[config.mk]
export PLATFORM = sky130hd
export DESIGN_NAME = chan_start_ctl
export DESIGN_NICKNAME = d
export VERILOG_FILES = /design/src/rtl/chan_ctl_pkg.sv /design/src/rtl/chan_slot.sv /design/src/rtl/prio_pick.sv /design/src/rtl/chan_start_ctl.sv
export SDC_FILE = /design/constraint.sdc
export NUM_CORES = 1
export LEC_CHECK = 0
export BUFFER_PORTS_ARGS = -buffer_cell sky130_fd_sc_hd__buf_2
export CORE_UTILIZATION = 38
export CTS_CLUSTER_SIZE = 10
export DETAILED_ROUTE_END_ITERATION = 8
export GPL_TIMING_DRIVEN = 0
export PLACE_DENSITY_LB_ADDON = 0.05
export SLEW_MARGIN = 20
export SYNTH_ARGS = -nofsm -noshare
export SYNTH_HDL_FRONTEND = slang
export SYNTH_SLANG_ARGS = --single-unit
[constraint.sdc]
create_clock -name clk -period 76 [get_ports clk]
set_input_delay 0 -clock clk [delete_from_list [all_inputs] [get_ports clk]]
set_output_delay 0 -clock clk [all_outputs]
set_load 0.02 [all_outputs]
[src/rtl/chan_ctl_pkg.sv]
`timescale 1ns/1ps
package chan_ctl_pkg;

   typedef enum logic [2:0] {
      OP_SETREQ  = 3'd0,
      OP_CLRREQ  = 3'd1,
      OP_START   = 3'd2,
      OP_CLRIRQ  = 3'd3,
      OP_CLRDONE = 3'd4,
      OP_CLRERR  = 3'd5
   } cmd_op_e;

endpackage

[src/rtl/chan_slot.sv]
`timescale 1ns/1ps
module chan_slot
   import chan_ctl_pkg::*;
#(
   parameter int NCH         = 16,
   parameter int SRC_W       = 6,
   parameter int ALWAYS_BASE = 60,
   parameter int IDX         = 0,
   localparam int CH_W       = $clog2(NCH),
   localparam int NSRC       = 1 << SRC_W
) (
   input  logic             clk,
   input  logic             rst_n,
   input  logic             cmd_valid,
   input  logic [2:0]       cmd_op,
   input  logic [CH_W-1:0]  cmd_ch,
   input  logic             cfg_we,
   input  logic [CH_W-1:0]  cfg_ch,
   input  logic [SRC_W-1:0] cfg_src,
   input  logic             cfg_en,
   input  logic             link_we,
   input  logic [CH_W-1:0]  link_ch,
   input  logic             link_minor_en,
   input  logic [CH_W-1:0]  link_minor_to,
   input  logic             link_major_en,
   input  logic [CH_W-1:0]  link_major_to,
   input  logic             prio_we,
   input  logic [CH_W-1:0]  prio_ch,
   input  logic [CH_W-1:0]  prio_lvl,
   input  logic [NSRC-1:0]  hw_req,
   input  logic             grant_me,
   input  logic             fin_me,
   input  logic             fin_last,
   input  logic             fin_err,
   input  logic             link_hit,
   output logic             eligible,
   output logic [CH_W-1:0]  lvl,
   output logic             minor_en,
   output logic [CH_W-1:0]  minor_to,
   output logic             major_en,
   output logic [CH_W-1:0]  major_to,
   output logic             req_en,
   output logic             done,
   output logic             err,
   output logic             irq
);

   localparam logic [CH_W-1:0] ME = CH_W'(IDX);

   logic             req_en_q, trig_en_q, pend_q;
   logic [SRC_W-1:0] src_q;
   logic             irq_q, done_q, err_q;
   logic             mn_en_q, mj_en_q;
   logic [CH_W-1:0]  mn_to_q, mj_to_q, lvl_q;
   logic             line;

   logic cmd_me, cfg_me, sw_start, clr_irq, clr_done, clr_err, set_cpl, set_err, cfg_ok;

   assign cmd_me   = cmd_valid && (cmd_ch == ME);
   assign cfg_me   = cfg_we && (cfg_ch == ME);
   assign sw_start = cmd_me && (cmd_op == OP_START);
   assign clr_irq  = cmd_me && (cmd_op == OP_CLRIRQ);
   assign clr_done = cmd_me && (cmd_op == OP_CLRDONE);
   assign clr_err  = cmd_me && (cmd_op == OP_CLRERR);
   assign set_cpl  = fin_me && fin_last && !fin_err;
   assign set_err  = fin_me && fin_err;
   // source may only move while the trigger is off, or when the write turns it off
   assign cfg_ok   = !trig_en_q || !cfg_en || (cfg_src == src_q);

   generate
      if (ALWAYS_BASE < NSRC) begin : g_always
         assign line = hw_req[src_q] || (int'(src_q) >= ALWAYS_BASE);
      end else begin : g_plain
         assign line = hw_req[src_q];
      end
   endgenerate

   always_ff @(posedge clk or negedge rst_n) begin
      if (!rst_n) begin
         req_en_q  <= 1'b0;
         trig_en_q <= 1'b0;
         src_q     <= '0;
         pend_q    <= 1'b0;
         irq_q     <= 1'b0;
         done_q    <= 1'b0;
         err_q     <= 1'b0;
         mn_en_q   <= 1'b0;
         mj_en_q   <= 1'b0;
         mn_to_q   <= '0;
         mj_to_q   <= '0;
         lvl_q     <= ME;
      end else begin
         if (cmd_me && (cmd_op == OP_SETREQ)) req_en_q <= 1'b1;
         else if (cmd_me && (cmd_op == OP_CLRREQ)) req_en_q <= 1'b0;

         pend_q <= (pend_q && !grant_me) || sw_start || link_hit;

         if (cfg_me && cfg_ok) begin
            src_q     <= cfg_src;
            trig_en_q <= cfg_en;
         end

         if (link_we && (link_ch == ME)) begin
            mn_en_q <= link_minor_en;
            mn_to_q <= link_minor_to;
            mj_en_q <= link_major_en;
            mj_to_q <= link_major_to;
         end

         if (prio_we && (prio_ch == ME)) lvl_q <= prio_lvl;

         if (set_cpl)       irq_q <= 1'b1;
         else if (clr_irq)  irq_q <= 1'b0;
         if (set_cpl)       done_q <= 1'b1;
         else if (clr_done) done_q <= 1'b0;
         if (set_err)       err_q <= 1'b1;
         else if (clr_err)  err_q <= 1'b0;
      end
   end

   assign eligible = pend_q || (trig_en_q && req_en_q && line);
   assign lvl      = lvl_q;
   assign minor_en = mn_en_q;
   assign minor_to = mn_to_q;
   assign major_en = mj_en_q;
   assign major_to = mj_to_q;
   assign req_en   = req_en_q;
   assign done     = done_q;
   assign err      = err_q;
   assign irq      = irq_q;


   irq_clear_chk: assert property (@(posedge clk) disable iff (!rst_n)
      (clr_irq && !set_cpl) |=> !irq_q);


   cfg_lock_chk: assert property (@(posedge clk) disable iff (!rst_n)
      (cfg_me && trig_en_q && cfg_en && (cfg_src != src_q)) |=> $stable(src_q));


   gate_clear_chk: assert property (@(posedge clk) disable iff (!rst_n)
      (cmd_me && (cmd_op == OP_CLRREQ)) |=> !req_en_q);

endmodule

[src/rtl/prio_pick.sv]
`timescale 1ns/1ps
module prio_pick #(
   parameter int NCH   = 16,
   localparam int CH_W = $clog2(NCH),
   localparam int KEY_W = 2 * CH_W
) (
   input  logic [NCH-1:0]           elig,
   input  logic [NCH-1:0][CH_W-1:0] lvl,
   output logic                     any,
   output logic [CH_W-1:0]          win
);

   logic [KEY_W-1:0] best;

   always_comb begin
      any  = 1'b0;
      win  = '0;
      best = '0;
      for (int c = 0; c < NCH; c++) begin
         if (elig[c] && (!any || ({lvl[c], CH_W'(c)} > best))) begin
            any  = 1'b1;
            best = {lvl[c], CH_W'(c)};
            win  = CH_W'(c);
         end
      end
   end

endmodule

[src/rtl/chan_start_ctl.sv]
`timescale 1ns/1ps
module chan_start_ctl
   import chan_ctl_pkg::*;
#(
   parameter int NCH         = 16,
   parameter int SRC_W       = 6,
   parameter int ALWAYS_BASE = 60,
   localparam int CH_W       = $clog2(NCH),
   localparam int NSRC       = 1 << SRC_W
) (
   input  logic             clk,
   input  logic             rst_n,
   input  logic             cmd_valid,
   input  logic [2:0]       cmd_op,
   input  logic [CH_W-1:0]  cmd_ch,
   input  logic             cfg_we,
   input  logic [CH_W-1:0]  cfg_ch,
   input  logic [SRC_W-1:0] cfg_src,
   input  logic             cfg_en,
   input  logic             link_we,
   input  logic [CH_W-1:0]  link_ch,
   input  logic             link_minor_en,
   input  logic [CH_W-1:0]  link_minor_to,
   input  logic             link_major_en,
   input  logic [CH_W-1:0]  link_major_to,
   input  logic             prio_we,
   input  logic [CH_W-1:0]  prio_ch,
   input  logic [CH_W-1:0]  prio_lvl,
   input  logic [NSRC-1:0]  hw_req,
   input  logic             eng_done,
   input  logic             eng_last,
   input  logic             eng_err,
   output logic             start_valid,
   output logic [CH_W-1:0]  start_ch,
   output logic             busy,
   output logic [NCH-1:0]   req_en_vec,
   output logic [NCH-1:0]   done_vec,
   output logic [NCH-1:0]   err_vec,
   output logic [NCH-1:0]   irq_vec
);

   generate
      if (NCH < 2 || NCH > 64) begin : g_bad_nch
         $error("NCH must lie in 2..64");
      end
      if (SRC_W < 1 || SRC_W > 8) begin : g_bad_src
         $error("SRC_W must lie in 1..8");
      end
      if (ALWAYS_BASE < 0 || ALWAYS_BASE > NSRC) begin : g_bad_base
         $error("ALWAYS_BASE must lie in 0..2**SRC_W");
      end
   endgenerate

   logic                     busy_q, start_valid_q;
   logic [CH_W-1:0]          start_ch_q;
   logic [NCH-1:0]           elig_vec;
   logic [NCH-1:0][CH_W-1:0] lvl_arr;
   logic [NCH-1:0]           mn_en_v, mj_en_v;
   logic [NCH-1:0][CH_W-1:0] mn_to_a, mj_to_a;
   logic                     win_valid, grant, fin, tgt_valid;
   logic [CH_W-1:0]          win_ch, tgt;

   assign grant = !busy_q && win_valid;
   assign fin   = busy_q && eng_done;

   // follower selection: minor link on intermediate loops, major link on the final one
   always_comb begin
      tgt_valid = 1'b0;
      tgt       = '0;
      if (fin && !eng_err) begin
         if (eng_last) begin
            tgt_valid = mj_en_v[start_ch_q];
            tgt       = mj_to_a[start_ch_q];
         end else begin
            tgt_valid = mn_en_v[start_ch_q];
            tgt       = mn_to_a[start_ch_q];
         end
      end
   end

   generate
      for (genvar c = 0; c < NCH; c++) begin : g_slot
         chan_slot #(
            .NCH(NCH), .SRC_W(SRC_W), .ALWAYS_BASE(ALWAYS_BASE), .IDX(c)
         ) u_slot (
            .clk(clk), .rst_n(rst_n),
            .cmd_valid(cmd_valid), .cmd_op(cmd_op), .cmd_ch(cmd_ch),
            .cfg_we(cfg_we), .cfg_ch(cfg_ch), .cfg_src(cfg_src), .cfg_en(cfg_en),
            .link_we(link_we), .link_ch(link_ch),
            .link_minor_en(link_minor_en), .link_minor_to(link_minor_to),
            .link_major_en(link_major_en), .link_major_to(link_major_to),
            .prio_we(prio_we), .prio_ch(prio_ch), .prio_lvl(prio_lvl),
            .hw_req(hw_req),
            .grant_me(grant && (win_ch == CH_W'(c))),
            .fin_me(fin && (start_ch_q == CH_W'(c))),
            .fin_last(eng_last), .fin_err(eng_err),
            .link_hit(tgt_valid && (tgt == CH_W'(c))),
            .eligible(elig_vec[c]), .lvl(lvl_arr[c]),
            .minor_en(mn_en_v[c]), .minor_to(mn_to_a[c]),
            .major_en(mj_en_v[c]), .major_to(mj_to_a[c]),
            .req_en(req_en_vec[c]), .done(done_vec[c]),
            .err(err_vec[c]), .irq(irq_vec[c])
         );
      end
   endgenerate

   prio_pick #(.NCH(NCH)) u_pick (
      .elig(elig_vec), .lvl(lvl_arr), .any(win_valid), .win(win_ch)
   );

   always_ff @(posedge clk or negedge rst_n) begin
      if (!rst_n) begin
         busy_q        <= 1'b0;
         start_valid_q <= 1'b0;
         start_ch_q    <= '0;
      end else begin
         start_valid_q <= grant;
         if (grant) begin
            busy_q     <= 1'b1;
            start_ch_q <= win_ch;
         end else if (fin) begin
            busy_q <= 1'b0;
         end
      end
   end

   assign start_valid = start_valid_q;
   assign start_ch    = start_ch_q;
   assign busy        = busy_q;


   start_pulse_chk: assert property (@(posedge clk) disable iff (!rst_n)
      start_valid_q |=> !start_valid_q);


   start_busy_chk: assert property (@(posedge clk) disable iff (!rst_n)
      start_valid_q |-> busy_q);


   pick_valid_chk: assert property (@(posedge clk) disable iff (!rst_n)
      win_valid |-> elig_vec[win_ch]);


   major_done_chk: assert property (@(posedge clk) disable iff (!rst_n)
      (busy_q && eng_done && eng_last && !eng_err) |=> done_vec[$past(start_ch_q)]);


   err_set_chk: assert property (@(posedge clk) disable iff (!rst_n)
      (busy_q && eng_done && eng_err) |=> err_vec[$past(start_ch_q)]);

endmodule

# Word level (Yosys, flattened, before mapping)
# Cells that the tools add are included.
[word_totals] input_bits=113 regBits=422 word_cells=1161 output_inout_bits=70
[classes] mux=220 n_lt_le_gt_ge=48 reduce_logical=572 eq_ne=126
[op_table] operator="1-bit logical AND" n=338
[op_table] operator="4-bit equality test (second input constant)" n=56
[op_table] operator="1-bit two-way mux" n=167
[op_table] operator="2-bit nonzero test" n=65
[op_table] operator="8-bit > comparator" n=15
[op_table] operator="8-bit two-way mux" n=15
[op_table] operator="4-bit by 3-bit equality test with 1-bit output (second input constant)" n=28
[op_table] operator="6-bit by 7-bit < comparator with 1-bit output (second input constant)" n=16
[op_table] operator="1-bit logical OR" n=111
[op_table] operator="1-bit binary-select mux with 6-bit select" n=16
[op_table] operator="6-bit equality test" n=16
[op_table] operator="6-bit >= comparator (second input constant)" n=16
[op_table] operator="4-bit by 2-bit equality test with 1-bit output (second input constant)" n=14
[op_table] operator="1-bit logical NOT" n=50
[op_table] operator="4-bit two-way mux" n=12
[op_table] operator="4-bit binary-select mux with 4-bit select" n=2
[op_table] operator="4-bit by 1-bit equality test with 1-bit output (second input constant)" n=7
[op_table] operator="4-bit logical NOT" n=7
[op_table] operator="3-bit two-way mux" n=4
[op_table] operator="1-bit binary-select mux with 4-bit select" n=2
[op_table] operator="3-bit by 2-bit equality test with 1-bit output (second input constant)" n=2
[op_table] operator="3-bit equality test (second input constant)" n=2
[op_table] operator="4-bit by 5-bit < comparator with 1-bit output (second input constant)" n=1
[op_table] operator="2-bit two-way mux" n=2
[op_table] operator="2 further kinds" n=2

# Logic depth before layout (Yosys ltp)
# Gate-level depths: netlist of run 1.
[depth] word_depth=72 ltp_mapped=147 mapped_depth_nobuf=140

# By module
# A second synthesis of run 1 with hierarchy kept.
[hier_totals] hier_cells=2520 area_unflattened_um2=31928.1
[modules_own_cells] module="chan_slot at g_slot[5].u_slot ..." n_inst=3 cells_per_inst=117 seq_area_each_um2=653.1 area_each_um2=1685.4
[modules_own_cells] module="chan_slot at g_slot[1].u_slot ..." n_inst=2 cells_per_inst=117 seq_area_each_um2=651.9 area_each_um2=1685.4
[modules_own_cells] module="chan_slot at g_slot[11].u_slot ..." n_inst=2 cells_per_inst=116 seq_area_each_um2=654.4 area_each_um2=1682.9
[modules_own_cells] module="chan_slot at g_slot[4].u_slot ..." n_inst=2 cells_per_inst=117 seq_area_each_um2=651.9 area_each_um2=1681.6
[modules_own_cells] module="chan_slot at g_slot[13].u_slot ..." n_inst=2 cells_per_inst=118 seq_area_each_um2=654.4 area_each_um2=1669.1
[modules_own_cells] module="prio_pick" n_inst=1 cells_per_inst=397 seq_area_each_um2=0.0 area_each_um2=2801.4
[modules_own_cells] module="chan_start_ctl" n_inst=1 cells_per_inst=249 seq_area_each_um2=150.1 area_each_um2=2234.6
[modules_own_cells] module="chan_slot at g_slot[10].u_slot" n_inst=1 cells_per_inst=118 seq_area_each_um2=653.1 area_each_um2=1685.4
[modules_own_cells] module="chan_slot at g_slot[15].u_slot" n_inst=1 cells_per_inst=117 seq_area_each_um2=655.6 area_each_um2=1681.6
[modules_own_cells] module="chan_slot at g_slot[12].u_slot" n_inst=1 cells_per_inst=118 seq_area_each_um2=653.1 area_each_um2=1680.4
[modules_own_cells] module="chan_slot at g_slot[0].u_slot" n_inst=1 cells_per_inst=117 seq_area_each_um2=650.6 area_each_um2=1677.9
[modules_own_cells] module="chan_slot at g_slot[3].u_slot" n_inst=1 cells_per_inst=117 seq_area_each_um2=653.1 area_each_um2=1672.9

# Worst setup path after synthesis of run 1
# OpenSTA, ideal clock, no wires.
[synth_path] path_kind="reg-to-reg" start="register g_slot[0].u_slot.src_q[0]" end="register g_slot[8].u_slot.pend_q" t_arrival_ps=24401 stages_incl_launch_ff=139 setup_time_ps=130 path_slack_ps=51470 synth_period_minus_slack_ps=24530 required_time_ps=75870 n_path_buf=6 cell_sequence="dfrtp_1 > buf_6 > mux4_2 > mux2_2 > a221oi_2 > nor4_2 > a311o_1 > nand2_1 > ha_1 > a21o_1 > a21o_1 > a211oi_1 > o31ai_1 > and2_1 > o21ai_0 > inv_1 > ha_1 > a21o_1 > (+103 left out) > o21ai_0 > nand2b_1 > a21oi_1 > nor2b_1 > o31ai_1 > inv_1 > o31ai_1 > ha_1 > nor2b_1 > o21ai_0 > nand2b_1 > a211oi_1 > or2_2 > and2_1 > nand2_1 > or3_1 > nor2_1 > a21oi_1"
[synth_between] elab_chain_cells=72 word_cells_on_any_way=119 classes_between="16 x order compare; 1 x eq/ne; 48 x mux; 54 x reduce/logical"
[synth_rtl] item="start, declared" line="chan_slot.sv:51" source="logic [SRC_W-1:0] src_q;"
[synth_rtl] item="start signal, assigned" line="chan_slot.sv:99" source="src_q <= cfg_src;"
[synth_rtl] item="1-bit binary-select mux with 6-bit select" line="chan_slot.sv:72" source="assign line = hw_req[src_q] || (int'(src_q) >= ALWAYS_BASE);"
[synth_rtl] item="1-bit two-way mux (not written as such)" line="chan_slot.sv:72"
[synth_rtl] item="1-bit logical OR (*)" line="chan_slot.sv:72"
[synth_rtl] item="1-bit logical AND (*)" line="chan_slot.sv:121" source="assign eligible = pend_q || (trig_en_q && req_en_q && line);"
[synth_rtl] item="1-bit logical OR (*)" line="chan_slot.sv:121"
[synth_rtl] item="8-bit two-way mux / 1-bit two-way mux (equally long branches)" line="prio_pick.sv:20" source="if (elig[c] && (!any || ({lvl[c], CH_W'(c)} > best))) begin"
[synth_rtl] item="8-bit > comparator / 1-bit logical NOT (equally long branches)" line="prio_pick.sv:20"
[synth_rtl] item="1-bit logical OR" line="prio_pick.sv:20"
[synth_rtl] item="(+55 left out)"
[synth_rtl] item="1-bit logical OR" line="prio_pick.sv:20"
[synth_rtl] item="1-bit logical AND" line="prio_pick.sv:20"
[synth_rtl] item="4-bit two-way mux / 1-bit two-way mux (equally long branches)" line="prio_pick.sv:20"
[synth_rtl] item="4-bit equality test / 1-bit logical AND (equally long branches)" line="chan_start_ctl.sv:94, chan_start_ctl.sv:63"
[synth_rtl] item="1-bit logical AND (*)" line="chan_start_ctl.sv:94" source=".grant_me(grant && (win_ch == CH_W'(c))),"
[synth_rtl] item="1-bit logical NOT (*)" line="chan_slot.sv:96" source="pend_q <= (pend_q && !grant_me) || sw_start || link_hit;"
[synth_rtl] item="1-bit logical AND (*)" line="chan_slot.sv:96"
[synth_rtl] item="1-bit logical OR (*) (2 in a row)" line="chan_slot.sv:96"
[synth_rtl] item="end signal, assigned" line="chan_slot.sv:96"
[synth_rtl] item="end, declared" line="chan_slot.sv:50" source="logic req_en_q, trig_en_q, pend_q;"
# Mark *: on every way between the ends. The rest lies on a longest branch, timed or not. The select of a mux whose other input is x is not followed.
# A chain may end at the register's enable or synchronous reset.

# Final worst setup path of run 1
[layout_path] start="register g_slot[0].u_slot.src_q[1]" end="register g_slot[0].u_slot.pend_q"
[layout_between] elab_chain_cells=72 word_cells_on_any_way=119 classes_between="16 x order compare; 48 x mux; 55 x reduce/logical"
[layout_rtl] item="1-bit binary-select mux with 6-bit select" line="chan_slot.sv:72"
[layout_rtl] item="1-bit two-way mux (not written as such)" line="chan_slot.sv:72"
[layout_rtl] item="1-bit logical OR (*)" line="chan_slot.sv:72"
[layout_rtl] item="1-bit logical AND (*)" line="chan_slot.sv:121"
[layout_rtl] item="1-bit logical OR (*)" line="chan_slot.sv:121"
[layout_rtl] item="8-bit two-way mux / 1-bit two-way mux (equally long branches)" line="prio_pick.sv:20"
[layout_rtl] item="8-bit > comparator / 1-bit logical NOT (equally long branches)" line="prio_pick.sv:20"
[layout_rtl] item="1-bit logical OR" line="prio_pick.sv:20"
[layout_rtl] item="(+55 left out)"
[layout_rtl] item="1-bit logical OR" line="prio_pick.sv:20"
[layout_rtl] item="1-bit logical AND" line="prio_pick.sv:20"
[layout_rtl] item="4-bit two-way mux / 1-bit two-way mux (equally long branches)" line="prio_pick.sv:20"
[layout_rtl] item="4-bit logical NOT / 1-bit logical AND (equally long branches)" line="chan_start_ctl.sv:94, chan_start_ctl.sv:63"
[layout_rtl] item="1-bit logical AND (*)" line="chan_start_ctl.sv:94"
[layout_rtl] item="1-bit logical NOT (*)" line="chan_slot.sv:96"
[layout_rtl] item="1-bit logical AND (*)" line="chan_slot.sv:96"
[layout_rtl] item="1-bit logical OR (*) (2 in a row)" line="chan_slot.sv:96"
[layout_rtl] item="end signal, assigned" line="chan_slot.sv:96"
[layout_rtl] item="end, declared" line="chan_slot.sv:50"
# Marks and branches as above.

==> results of run 1 <==
-- synth_stat cells (all sizes together) (14+ instances only) --
cell type,n
xor2,60
o31ai,22
nand2b,42
mux2,344
a21oi,51
nand3b,20
dfstp,32
nand3,44
o21ai,136
mux4,311
and3,15
a31oi,33
nor2b,29
nor2,109
mux2i,81
xnor2,36
o21a,14
inv,37
clkbuf,180
nor4,20
nand2,149
and2,15
nor3,25
buf,127
dfrtp,390
nor3b,15
or3,17
or2,16
ha,49
-- per-layer routing --
metal	up-vias	share of wire (%)
li1	10350	-
met1	12630	43
met2	866	49
met3	187	5.5
met4	4	2.9
met5	-	0.028
-- final timing paths --
path                                           startpoint  cells after the start                       end
min in group clk                                cmd_ch[3]                      5     g_slot[2].u_slot.done
worst min-delay path                                rst_n                      2   g_slot[0].u_slot.lvl[3]
max in group asynchronous                           rst_n                      4  g_slot[10].u_slot.req_en
worst max register to register  g_slot[0].u_slot.src_q[1]                    139   g_slot[0].u_slot.pend_q
worst max-delay path            g_slot[0].u_slot.src_q[1]                    139   g_slot[0].u_slot.pend_q
worst min register to register   g_slot[14].u_slot.pend_q                      2  g_slot[14].u_slot.pend_q
-- state kept, by name, summed over array words and instances (netlist names) --
register,flops
g_slot.u_slot.src_q,96
g_slot.u_slot.lvl,64
g_slot.u_slot.major_to,64
g_slot.u_slot.minor_to,64
g_slot.u_slot.done,16
g_slot.u_slot.err,16
g_slot.u_slot.irq,16
g_slot.u_slot.major_en,16
g_slot.u_slot.minor_en,16
g_slot.u_slot.pend_q,16
g_slot.u_slot.req_en,16
g_slot.u_slot.trig_en_q,16
start_ch,4
busy,1
start_valid,1
-- layout make-up --
type | count | share of cell area [%]
antenna | 1 | 0.007103
buffer | 307 | 4.293
clock buffer | 73 | 3.938
clock inverter | 5 | 0.2841
inverter | 38 | 0.4048
multi-input combinational | 1812 | 52.97
sequential | 422 | 30.09
tap | 1060 | 3.764
timing repair buffer | 228 | 4.254
-- where the power goes --
group	total, mW	leakage [nW]	internal (mW)	switching [mW]
registers	0.330	5.16	0.286	0.0441
logic	0.799	8.24	0.363	0.436
clock network	0.226	0.715	0.126	0.0997
total	1.36	14.1	0.775	0.580
-- cell families (layout without fill, tap and decap cells) --
| kind of cell | Yosys count | count (layout) | synth area share [%] |
|---|---|---|---|
| muxes | 736 | 736 | 37.89 |
| and+or+nand+nor | 545 | 545 | 9.100 |
| DFF | 422 | 422 | 34.32 |
| AOI/OAI and AO/OA | 385 | 385 | 8.593 |
| buffers and inverters | 345 | 651 | 5.356 |
| xor gates and xnor gates | 96 | 96 | 2.723 |
| adders and majority gates | 50 | 50 | 2.018 |
| other | 0 | 1 | 0 |
-- metrics by stage --
stage / total power [mW] / cells / hold slack (ns) / util [%] / instance area, µm²
6_report: 1.355 / 3946 / -0.01345 / 43.81 / 35230
5_1_grt: 1.450 / 3946 / 0.05573 / 43.81 / 35230
4_1_cts: 1.364 / 3945 / 0.01635 / 43.81 / 35230
3_5_place_dp: 1.128 / 3823 / 0.05580 / 41.41 / 33300
3_3_place_gp: 1.115 / 3813 / 0.3223 / 41.13 / 33080
2_1_floorplan: 0.9009 / 2579 / -0.2956 / - / 30880
-- timing repair --
item | CTS | global route
buffers inserted | 0 | 0
gates resized for setup | 0 | 0
hold buffers | 44 | 0
hold endpoints to repair | 327 | 0
endpoints found under the setup margin | 0 | 0
-- critical path: cells and delay by family, from the launching register on --
kind	cells	cell delay, ns
multiplexers	4	0.89
flip-flops	1	0.31
AND/OR/NAND/NOR	40	6.49
adder cells (fa/ha/maj)	16	4.42
AO/OA/AOI/OAI	64	14.41
buffers and inverters	15	3.50
==> metrics.log, run 1 <==
INFO  metric clock_tree.htree_level_count = 2
INFO  metric detail_route.vias_per_cell = about 6.1
INFO  metric num_rows = 104
INFO  metric final_layout_size_suffix_gt1_share = 38.13%
INFO  metric hold_class = primary input to async pin
INFO  metric fp.dieW = 287.1 µm
INFO  metric placeableCoreArea = 80420 µm²
INFO  metric timing.critical_path.arrival = about 30 ns
INFO  metric timing.reg2reg.setup_slack = roughly 46 ns
INFO  metric yosysTopAreaCell = sky130_fd_sc_hd__dfrtp_1
INFO  metric port_buffers = 174
INFO  metric top_cells_by_area_in_the_synthesized_netlist = sky130_fd_sc_hd__dfrtp_1 32%, sky130_fd_sc_hd__mux4_2 22%, sky130_fd_sc_hd__mux2_2 12%
INFO  metric yosys_most_used_dff = sky130_fd_sc_hd__dfrtp_1
INFO  metric critPathMostFrequentCell = sky130_fd_sc_hd__o21ai_0
INFO  metric detailed_place_hpwl = 84040 µm
INFO  metric cellPowerDensity = 38.46 nW/µm²
INFO  metric leakage = 14.12 nW
INFO  metric fmax = 33.05 MHz
INFO  metric yosysWarningCount = 0
INFO  metric antenna_violations_before_repair = 4
INFO  metric layout.nets = 3021
INFO  metric cp-end-kind = flop
INFO  metric fillerInstances = 7551
INFO  metric grt_pass1_vias = 24700
INFO  metric fin_crit = 30.26 ns
INFO  metric mostFrequentLayoutCells = 390 x sky130_fd_sc_hd__dfrtp_1, 340 x sky130_fd_sc_hd__mux2_2, 308 x sky130_fd_sc_hd__mux4_2, 198 x sky130_fd_sc_hd__buf_2, 196 x sky130_fd_sc_hd__clkbuf_1
INFO  metric first_iter_violations = 1814
INFO  metric first_pass_iters = 5
INFO  metric hold_ws = -0.01345 ns
INFO  metric grt_usage = between 20% and 30%
INFO  metric postLayoutSetupSlackWorst = roughly 46 ns
INFO  metric clk_pin_slew = 0.06 ns
INFO  metric finalSetupTns = 0 ns
INFO  metric grt_max_degree = 90
INFO  metric dpl_worst_slack = between 40 and 50 ns
INFO  metric synth-seq-area-share = 34.32%
INFO  metric worstPathRequired = 76.46 ns
INFO  metric top_usage_layer = met2
INFO  metric initial_core_util = 38.40%
INFO  metric finalSetupViolations = 0
INFO  metric tritoncts_clock_tree = built
INFO  metric failed_checks = hold timing
INFO  metric postRouteWirelength = 109200 µm
INFO  metric final-max-slew-violation-count = 0
INFO  metric grt.met1_usage = about 36%
INFO  metric worst_setup_start_kind = flop
INFO  metric timing.critical_path.fanout_max = 10
INFO  metric worst_ir_drop_vdd = 0.02258 mV
INFO  metric report.final.hold_viol_count = 11
INFO  metric numCtsBuffers = 50
INFO  metric io-pin-count = ~180
INFO  metric most_frequent_standard_cell_in_the_layout_excluding_fill_and_tap_cells = sky130_fd_sc_hd__dfrtp_1
INFO  metric postSynthCellCount = 2579
INFO  metric max-slew-margin-rel = around 23%
INFO  metric grt_first_pass_wirelength = around 160000 µm
INFO  metric overflow = 0
INFO  metric area_occupied_by_multi_input_gates = ~19000 µm²
INFO  metric synthDominantCellAreaShare = 31.60%
INFO  metric timing_worst_setup_path_type = flop to flop
INFO  metric area_growth_from_synthesis_to_layout = 14.09%
INFO  metric use_met3 = under 10%
INFO  metric synth.avg_cell_area = 11.97 µm²
INFO  metric cts-root-to-sink-buffers = 3
INFO  metric post_synth_instance_area = 30880 µm²
INFO  metric die_area = between 80000 and 90000 µm²
INFO  metric layout.area.seq = 10600 µm²
INFO  metric clk_latency = about 0.63 ns
INFO  metric tritoncts_num_sinks = 422
INFO  metric ant_nets = 0
INFO  metric run_status = complete, but fails checks
INFO  metric root_buffer_cell = sky130_fd_sc_hd__clkbuf_16
INFO  metric tightest_slew = about 1.1 ns
INFO  metric rsz0062_at_grt = false
INFO  metric timing.critical_path.slowest_cell_delay = around 0.74 ns
INFO  metric routedWlPerCell = 27.69 µm
INFO  metric synthesis.nets = 2741
INFO  metric netlist-cell-type-count = 102
INFO  metric finClkSkew = 0.04551 ns
INFO  metric use_met2 = 44.27%
INFO  metric drc_violation_count_after_routing = 0
INFO  metric max_cap_violations = 0
INFO  metric gp_routability_congestion = 0.9364
INFO  metric num_vias = roughly 24000
INFO  metric postSynthRegisterBits = 422
INFO  metric layout_worst_path_cycle_share = 39.81%
INFO  metric die_h = around 290 µm
INFO  metric async_flop_share = 100.0%
INFO  metric synth-edff-count = 0
INFO  metric cp_slowest_cell = sky130_fd_sc_hd__o31ai_2
Note: power is estimated with default switching activity, not from simulation.
==> run 2, diff against run 1 <==
- clock period: 76 -> 31.7 ns (I/O delays scaled with it)
==> metrics.log, run 2 (synthesis results as in run 1) <==
INFO  metric hold_class = primary input to async pin (unchanged)
INFO  metric layout_worst_path_cycle_share = 91.87% (was 39.81%)
INFO  metric timing_worst_setup_path_type = flop to flop (unchanged)
INFO  metric clk_pin_slew = 0.06 ns (about the same)
INFO  metric drc_violation_count_after_routing = 0 (unchanged)
INFO  metric final_layout_size_suffix_gt1_share = 38.28% (was 38.13%)
INFO  metric tightest_slew = 1.068 ns (was 1.137 ns)
INFO  metric postLayoutSetupSlackWorst = 2.578 ns (was 45.74 ns)
INFO  metric numCtsBuffers = 50 (unchanged)
INFO  metric max_cap_violations = 0 (unchanged)
INFO  metric initial_core_util = 38.40% (unchanged)
INFO  metric cts-root-to-sink-buffers = 3 (unchanged)
INFO  metric worstPathRequired = 32.16 ns (was 76.46 ns)
INFO  metric routedWlPerCell = 27.71 µm (was 27.69 µm)
INFO  metric grt_first_pass_wirelength = 163700 µm (unchanged)
INFO  metric die_area = 82410 µm² (unchanged)
INFO  metric timing.critical_path.slowest_cell_delay = 0.52 ns (was 0.74 ns)
INFO  metric antenna_violations_before_repair = 4 (unchanged)
INFO  metric finalSetupTns = 0 ns (unchanged)
INFO  metric worst_ir_drop_vdd = 0.05518 mV (was 0.02258 mV)
INFO  metric clock_tree.htree_level_count = 2 (unchanged)
INFO  metric grt_pass1_vias = 24700 (unchanged)
INFO  metric cp_slowest_cell = sky130_fd_sc_hd__a2111oi_2 (was sky130_fd_sc_hd__o31ai_2)
INFO  metric detail_route.vias_per_cell = 6.102 (was 6.091)
INFO  metric worst_setup_start_kind = flop (unchanged)
INFO  metric final_design_area_no_fill = 35270 µm² (was 35230 µm²)
INFO  metric grt_usage = 26.53% (unchanged)
INFO  metric mostFrequentLayoutCells = 390 x sky130_fd_sc_hd__dfrtp_1, 340 x sky130_fd_sc_hd__mux2_2, 308 x sky130_fd_sc_hd__mux4_2, 198 x sky130_fd_sc_hd__buf_2, 194 x sky130_fd_sc_hd__clkbuf_1 (was 390 x sky130_fd_sc_hd__dfrtp_1, 340 x sky130_fd_sc_hd__mux2_2, 308 x sky130_fd_sc_hd__mux4_2, 198 x sky130_fd_sc_hd__buf_2, 196 x sky130_fd_sc_hd__clkbuf_1)
INFO  metric cellPowerDensity = 92.50 nW/µm² (was 38.46 nW/µm²)
INFO  metric first_pass_iters = 5 (unchanged)
INFO  metric critPathMostFrequentCell = sky130_fd_sc_hd__o21ai_0 (unchanged)
INFO  metric detailed_place_hpwl = 84040 µm (unchanged)
INFO  metric max-slew-margin-rel = 27.87% (was 23.21%)
INFO  metric postRouteWirelength = 109400 µm (was 109200 µm)
INFO  metric dpl_worst_slack = 1.594 ns (was 45.89 ns)
INFO  metric timing.critical_path.arrival = 29.58 ns (was 30.72 ns)
INFO  metric port_buffers = 174 (unchanged)
INFO  metric final-max-slew-violation-count = 0 (unchanged)
INFO  metric fillerInstances = 7549 (was 7551)
INFO  metric top_reg_by_flops = g_slot.u_slot.src_q (unchanged)
INFO  metric fmax = 34.34 MHz (was 33.05 MHz)
INFO  metric clk_latency = 0.63 ns (about the same)
INFO  metric root_buffer_cell = sky130_fd_sc_hd__clkbuf_16 (unchanged)
INFO  metric most_frequent_standard_cell_in_the_layout_excluding_fill_and_tap_cells = sky130_fd_sc_hd__dfrtp_1 (unchanged)
INFO  metric ant_nets = 0 (unchanged)
INFO  metric rsz0062_at_grt = false (unchanged)
INFO  metric finClkSkew = 0.04637 ns (was 0.04551 ns)
INFO  metric io-pin-count = 183 (unchanged)
INFO  metric num_vias = 24090 (was 24040)
INFO  metric placedInstanceArea = 33300 µm² (unchanged)
INFO  metric tritoncts_clock_tree = built (unchanged)
INFO  metric timing.critical_path.fanout_max = 10 (unchanged)
INFO  metric tritoncts_num_sinks = 422 (unchanged)
INFO  metric overflow = 0 (unchanged)
INFO  metric first_iter_violations = 1838 (was 1814)
INFO  metric grt_max_degree = 90 (unchanged)
INFO  metric die_h = 287.1 µm (unchanged)
INFO  metric run_status = complete, but fails checks (unchanged)
INFO  metric placeableCoreArea = 80420 µm² (unchanged)
INFO  metric report.power.total = 3.262 mW (was 1.355 mW)
INFO  metric final_core_util = 43.85% (was 43.81%)
INFO  metric report.final.hold_viol_count = 11 (unchanged)
INFO  metric cp-end-kind = flop (unchanged)
INFO  metric finalSetupViolations = 0 (unchanged)
INFO  metric num_rows = 104 (unchanged)
INFO  metric failed_checks = hold timing (unchanged)
INFO  metric leakage = 14.14 nW (was 14.12 nW)
INFO  metric fin_crit = 29.12 ns (was 30.26 ns)
INFO  metric hold_ws = -0.01314 ns (was -0.01345 ns)
INFO  metric fp.dieW = 287.1 µm (unchanged)
INFO  metric area_growth_from_synthesis_to_layout = 14.19% (was 14.09%)
INFO  metric layout.nets = 3023 (was 3021)
INFO  metric gp_routability_congestion = 0.9364 (unchanged)
INFO  metric largest_reg_flops = 96 (unchanged)
==> run 2: layer usage <==
layer | up-vias | track usage (%) | share of wire (%)
met5 | - | 0 | 0.021
met4 | 4 | 7.620 | 3.1
met3 | 193 | 3.198 | 5.2
met2 | 898 | 44.27 | 48
met1 | 12650 | 36.22 | 43
li1 | 10340 | - | -
==> run 2: through the flow <==
stage,hold WS (ns),std cells
floorplan,-0.2956,2579
global placement,0.3223,3813
detailed placement,0.05580,3823
CTS,0.01635,3945
global route,0.05573,3948
finish,-0.01314,3948
==> run 2: critical path: cells and delay by family (launching register included) <==
family,cells,cell delay (ns)
AOI/OAI and AO/OA,64,13.87
and+or+nand+nor,40,6.52
adders and majority gates,16,4.41
buffers and inverters,15,2.89
muxes,4,0.88
DFF,1,0.31
==> run 2: area by class of cell <==
class	instances	area, µm²	share of cell area, %
flip-flops and latches	422	10600	30.06
repair buffers	230	1514	4.293
clock inverters	5	100.1	0.2838
well taps	1060	1326	3.761
plain buffers	307	1515	4.297
inverters	38	142.6	0.4045
diodes	1	2.502	0.007096
clock buffers	73	1388	3.935
multi-input cells	1812	18680	52.96
==> run 2: where the power goes <==
group	switching, mW	internal [mW]
registers	0.106	0.686
logic	1.05	0.875
clock network	0.239	0.302
==> run 2: path summary, 6_finish.rpt <==
path,start,end,slack (ns),cells past startpoint
min in group clk,cmd_ch[3],g_slot[2].u_slot.done,0.06,5
worst min-delay path,rst_n,g_slot[0].u_slot.lvl[3],-0.01,2
worst min register to register,g_slot[14].u_slot.pend_q,g_slot[14].u_slot.pend_q,0.49,2
max in group asynchronous,rst_n,g_slot[7].u_slot.lvl[2],30.38,4
worst max register to register,g_slot[0].u_slot.src_q[1],g_slot[0].u_slot.pend_q,2.58,139
worst max-delay path,g_slot[0].u_slot.src_q[1],g_slot[0].u_slot.pend_q,2.58,139
==> run 2: timing repair <==
item / in CTS / in global routing
hold buffers: 44 / 0
endpoints found under the hold margin: 327 / 0
buffers inserted: 0 / 2
resized for setup: 0 / 6
setup endpoints to repair: 0 / 20
==> run 3, diff against run 2 <==
- CORE_UTILIZATION: 38 -> 40
==> metrics.log, run 3 (synthesis results as in run 1) <==
INFO  metric timing_worst_setup_path_type = flop to flop (unchanged)
INFO  metric tightest_slew = 1.096 ns (was 1.068 ns)
INFO  metric die_h = 279.9 µm (was 287.1 µm)
INFO  metric numCtsBuffers = 52 (was 50)
INFO  metric top_reg_by_flops = g_slot.u_slot.src_q (unchanged)
INFO  metric io-pin-count = 183 (unchanged)
INFO  metric timing.critical_path.fanout_max = 10 (unchanged)
INFO  metric antenna_violations_before_repair = 4 (unchanged)
INFO  metric grt_first_pass_wirelength = 161600 µm (was 163700 µm)
INFO  metric worst_ir_drop_vdd = 0.05670 mV (was 0.05518 mV)
INFO  metric mostFrequentLayoutCells = 390 x sky130_fd_sc_hd__dfrtp_1, 340 x sky130_fd_sc_hd__mux2_2, 308 x sky130_fd_sc_hd__mux4_2, 198 x sky130_fd_sc_hd__buf_2, 193 x sky130_fd_sc_hd__clkbuf_1 (was 390 x sky130_fd_sc_hd__dfrtp_1, 340 x sky130_fd_sc_hd__mux2_2, 308 x sky130_fd_sc_hd__mux4_2, 198 x sky130_fd_sc_hd__buf_2, 194 x sky130_fd_sc_hd__clkbuf_1)
INFO  metric tritoncts_clock_tree = built (unchanged)
INFO  metric leakage = 14.20 nW (was 14.14 nW)
INFO  metric timing.critical_path.slowest_cell_delay = 0.53 ns (was 0.52 ns)
INFO  metric placeableCoreArea = 76200 µm² (was 80420 µm²)
INFO  metric port_buffers = 174 (unchanged)
INFO  metric initial_core_util = 40.53% (was 38.40%)
INFO  metric first_iter_violations = 2105 (was 1838)
INFO  metric die_area = 78320 µm² (was 82410 µm²)
INFO  metric fp.dieW = 279.9 µm (was 287.1 µm)
INFO  metric worst_setup_start_kind = flop (unchanged)
INFO  metric max-slew-margin-rel = 26.93% (was 27.87%)
INFO  metric final-max-slew-violation-count = 0 (unchanged)
INFO  metric max_cap_violations = 0 (unchanged)
INFO  metric layout.nets = 3024 (was 3023)
INFO  metric finalSetupViolations = 0 (unchanged)
INFO  metric cellPowerDensity = 92.60 nW/µm² (was 92.50 nW/µm²)
INFO  metric tritoncts_num_sinks = 422 (unchanged)
INFO  metric worstPathRequired = 32.17 ns (was 32.16 ns)
INFO  metric run_status = finished, final reports clean (was complete, but fails checks)
INFO  metric placed_cells_incl_taps = 3793 (was 3823)
INFO  metric clock_tree.htree_level_count = 2 (unchanged)
INFO  metric largest_reg_flops = 96 (unchanged)
INFO  metric layout_worst_path_cycle_share = 92.24% (was 91.87%)
INFO  metric report.power.total = 3.274 mW (was 3.262 mW)
INFO  metric hold_class = primary input to flop (was primary input to async pin)
INFO  metric critPathMostFrequentCell = sky130_fd_sc_hd__o21ai_0 (unchanged)
INFO  metric postRouteWirelength = 108200 µm (was 109400 µm)
INFO  metric ant_nets = 0 (unchanged)
INFO  metric num_vias = 24210 (was 24090)
INFO  metric detail_route.vias_per_cell = 6.164 (was 6.102)
INFO  metric root_buffer_cell = sky130_fd_sc_hd__clkbuf_16 (unchanged)
INFO  metric most_frequent_standard_cell_in_the_layout_excluding_fill_and_tap_cells = sky130_fd_sc_hd__dfrtp_1 (unchanged)
INFO  metric area_growth_from_synthesis_to_layout = 14.49% (was 14.19%)
INFO  metric report.final.hold_viol_count = 0 (was 11)
INFO  metric hold_ws = 0.09046 ns (was -0.01314 ns)
INFO  metric grt_max_degree = 97 (was 90)
INFO  metric cp-end-kind = flop (unchanged)
INFO  metric fmax = 34.20 MHz (was 34.34 MHz)
INFO  metric finClkSkew = 0.02430 ns (was 0.04637 ns)
INFO  metric grt_pass1_vias = 24410 (was 24700)
INFO  metric clk_latency = 0.62 ns (was 0.63 ns)
INFO  metric grt_usage = 27.66% (was 26.53%)
INFO  metric drc_violation_count_after_routing = 0 (unchanged)
INFO  metric num_rows = 101 (was 104)
INFO  metric post_cts.repair.setup_buffers = 0 (unchanged)
INFO  metric gp_routability_congestion = 0.9362 (was 0.9364)
INFO  metric cpLargestDelayFamily = compound AO/OA/AOI/OAI gates (unchanged)
INFO  metric instances_no_fill = 3928 (was 3948)
INFO  metric cts-root-to-sink-buffers = 3 (unchanged)
INFO  metric finalSetupTns = 0 ns (unchanged)
INFO  metric rsz0062_at_grt = false (unchanged)
INFO  metric timing.critical_path.arrival = 29.71 ns (was 29.58 ns)
INFO  metric first_pass_iters = 5 (unchanged)
INFO  metric timing.critical_path.buf_inv = 15 (unchanged)
INFO  metric cp_slowest_cell = sky130_fd_sc_hd__o41ai_2 (was sky130_fd_sc_hd__a2111oi_2)
INFO  metric detailed_place_hpwl = 82420 µm (was 84040 µm)
INFO  metric clk_pin_slew = 0.06 ns (about the same)
INFO  metric routedWlPerCell = 27.54 µm (was 27.71 µm)
INFO  metric overflow = 0 (unchanged)
INFO  metric fillerInstances = 6954 (was 7549)
INFO  metric final_layout_size_suffix_gt1_share = 38.51% (was 38.28%)
INFO  metric fin_crit = 29.24 ns (was 29.12 ns)
-- run 3: cell types whose count changed in the layout (fill, tap and decap cells not counted), sizes merged --
cell    change
buf         -2
bufinv      +1
clkbuf      +4
clkinv      +3
diode       +4
-- run 3: worst register-to-register path, delay by kind of cell (launching register included) --
| kind | cells | cell delay [ns] |
|---|---|---|
| AOI/OAI and AO/OA | 65 | 14.57 |
| adders and majority gates | 16 | 4.37 |
| buffers and inverters | 15 | 2.68 |
| DFF | 1 | 0.40 |
| muxes | 4 | 1.40 |
| and+or+nand+nor | 38 | 5.72 |
-- run 3: through the flow --
| step | utilization (%) | instance area [µm²] | setup slack [ns] |
|---|---|---|---|
| floorplan | - | 30880 | 7.170 |
| global placement | 43.36 | 33040 | 1.077 |
| global route | 46.39 | 35350 | 0.1132 |
| finish | 46.40 | 35360 | 2.460 |
| CTS | 46.37 | 35330 | 1.741 |
| detailed placement | 43.67 | 33280 | 1.979 |
-- run 3: per-layer routing --
metal / vias up / track usage, % / part of all wire, %
li1: 10370 / - / -
met1: 12640 / 38.34 / 43
met2: 997 / 44.81 / 48
met3: 204 / 3.428 / 6.2
met4: 4 / 9.332 / 3.5
met5: - / 0 / 0.024
-- run 3: repair_timing --
item | in CTS | in global routing
resized for setup | 0 | 6
hold buffers | 45 | 0
hold endpoints to repair | 346 | 0
endpoints found under the setup margin | 0 | 19
-- run 3: worst paths after layout --
check                                          start                         end  slack (ns)  cells after the start
hold reg to reg            g_slot[6].u_slot.minor_en   g_slot[6].u_slot.minor_en        0.50                      1
setup reg to reg           g_slot[0].u_slot.src_q[0]     g_slot[0].u_slot.pend_q        2.46                    138
min in group asynchronous                      rst_n   g_slot[0].u_slot.src_q[1]        0.52                      4
setup / recovery           g_slot[0].u_slot.src_q[0]     g_slot[0].u_slot.pend_q        2.46                    138
hold / removal                                cfg_en  g_slot[15].u_slot.src_q[2]        0.09                      3
max in group asynchronous                      rst_n        g_slot[1].u_slot.err       30.26                      5
-- run 3: cell type report --
type	count	area (µm²)	area share, %
well taps	1030	1289	3.645
clock buffers	76	1461	4.133
multi-input cells	1812	18670	52.80
plain buffers	307	1516	4.289
clock inverters	9	131.4	0.3716
flip-flops and latches	422	10600	29.98
diodes	5	12.51	0.03539
repair buffers	229	1535	4.342
inverters	38	142.6	0.4034
-- run 3: report_power, final --
| part | switching [mW] | internal [mW] |
|---|---|---|
| Sequential | 0.105 | 0.686 |
| Clock | 0.243 | 0.326 |
| Combinational | 1.04 | 0.873 |
| Total | 1.39 | 1.88 |
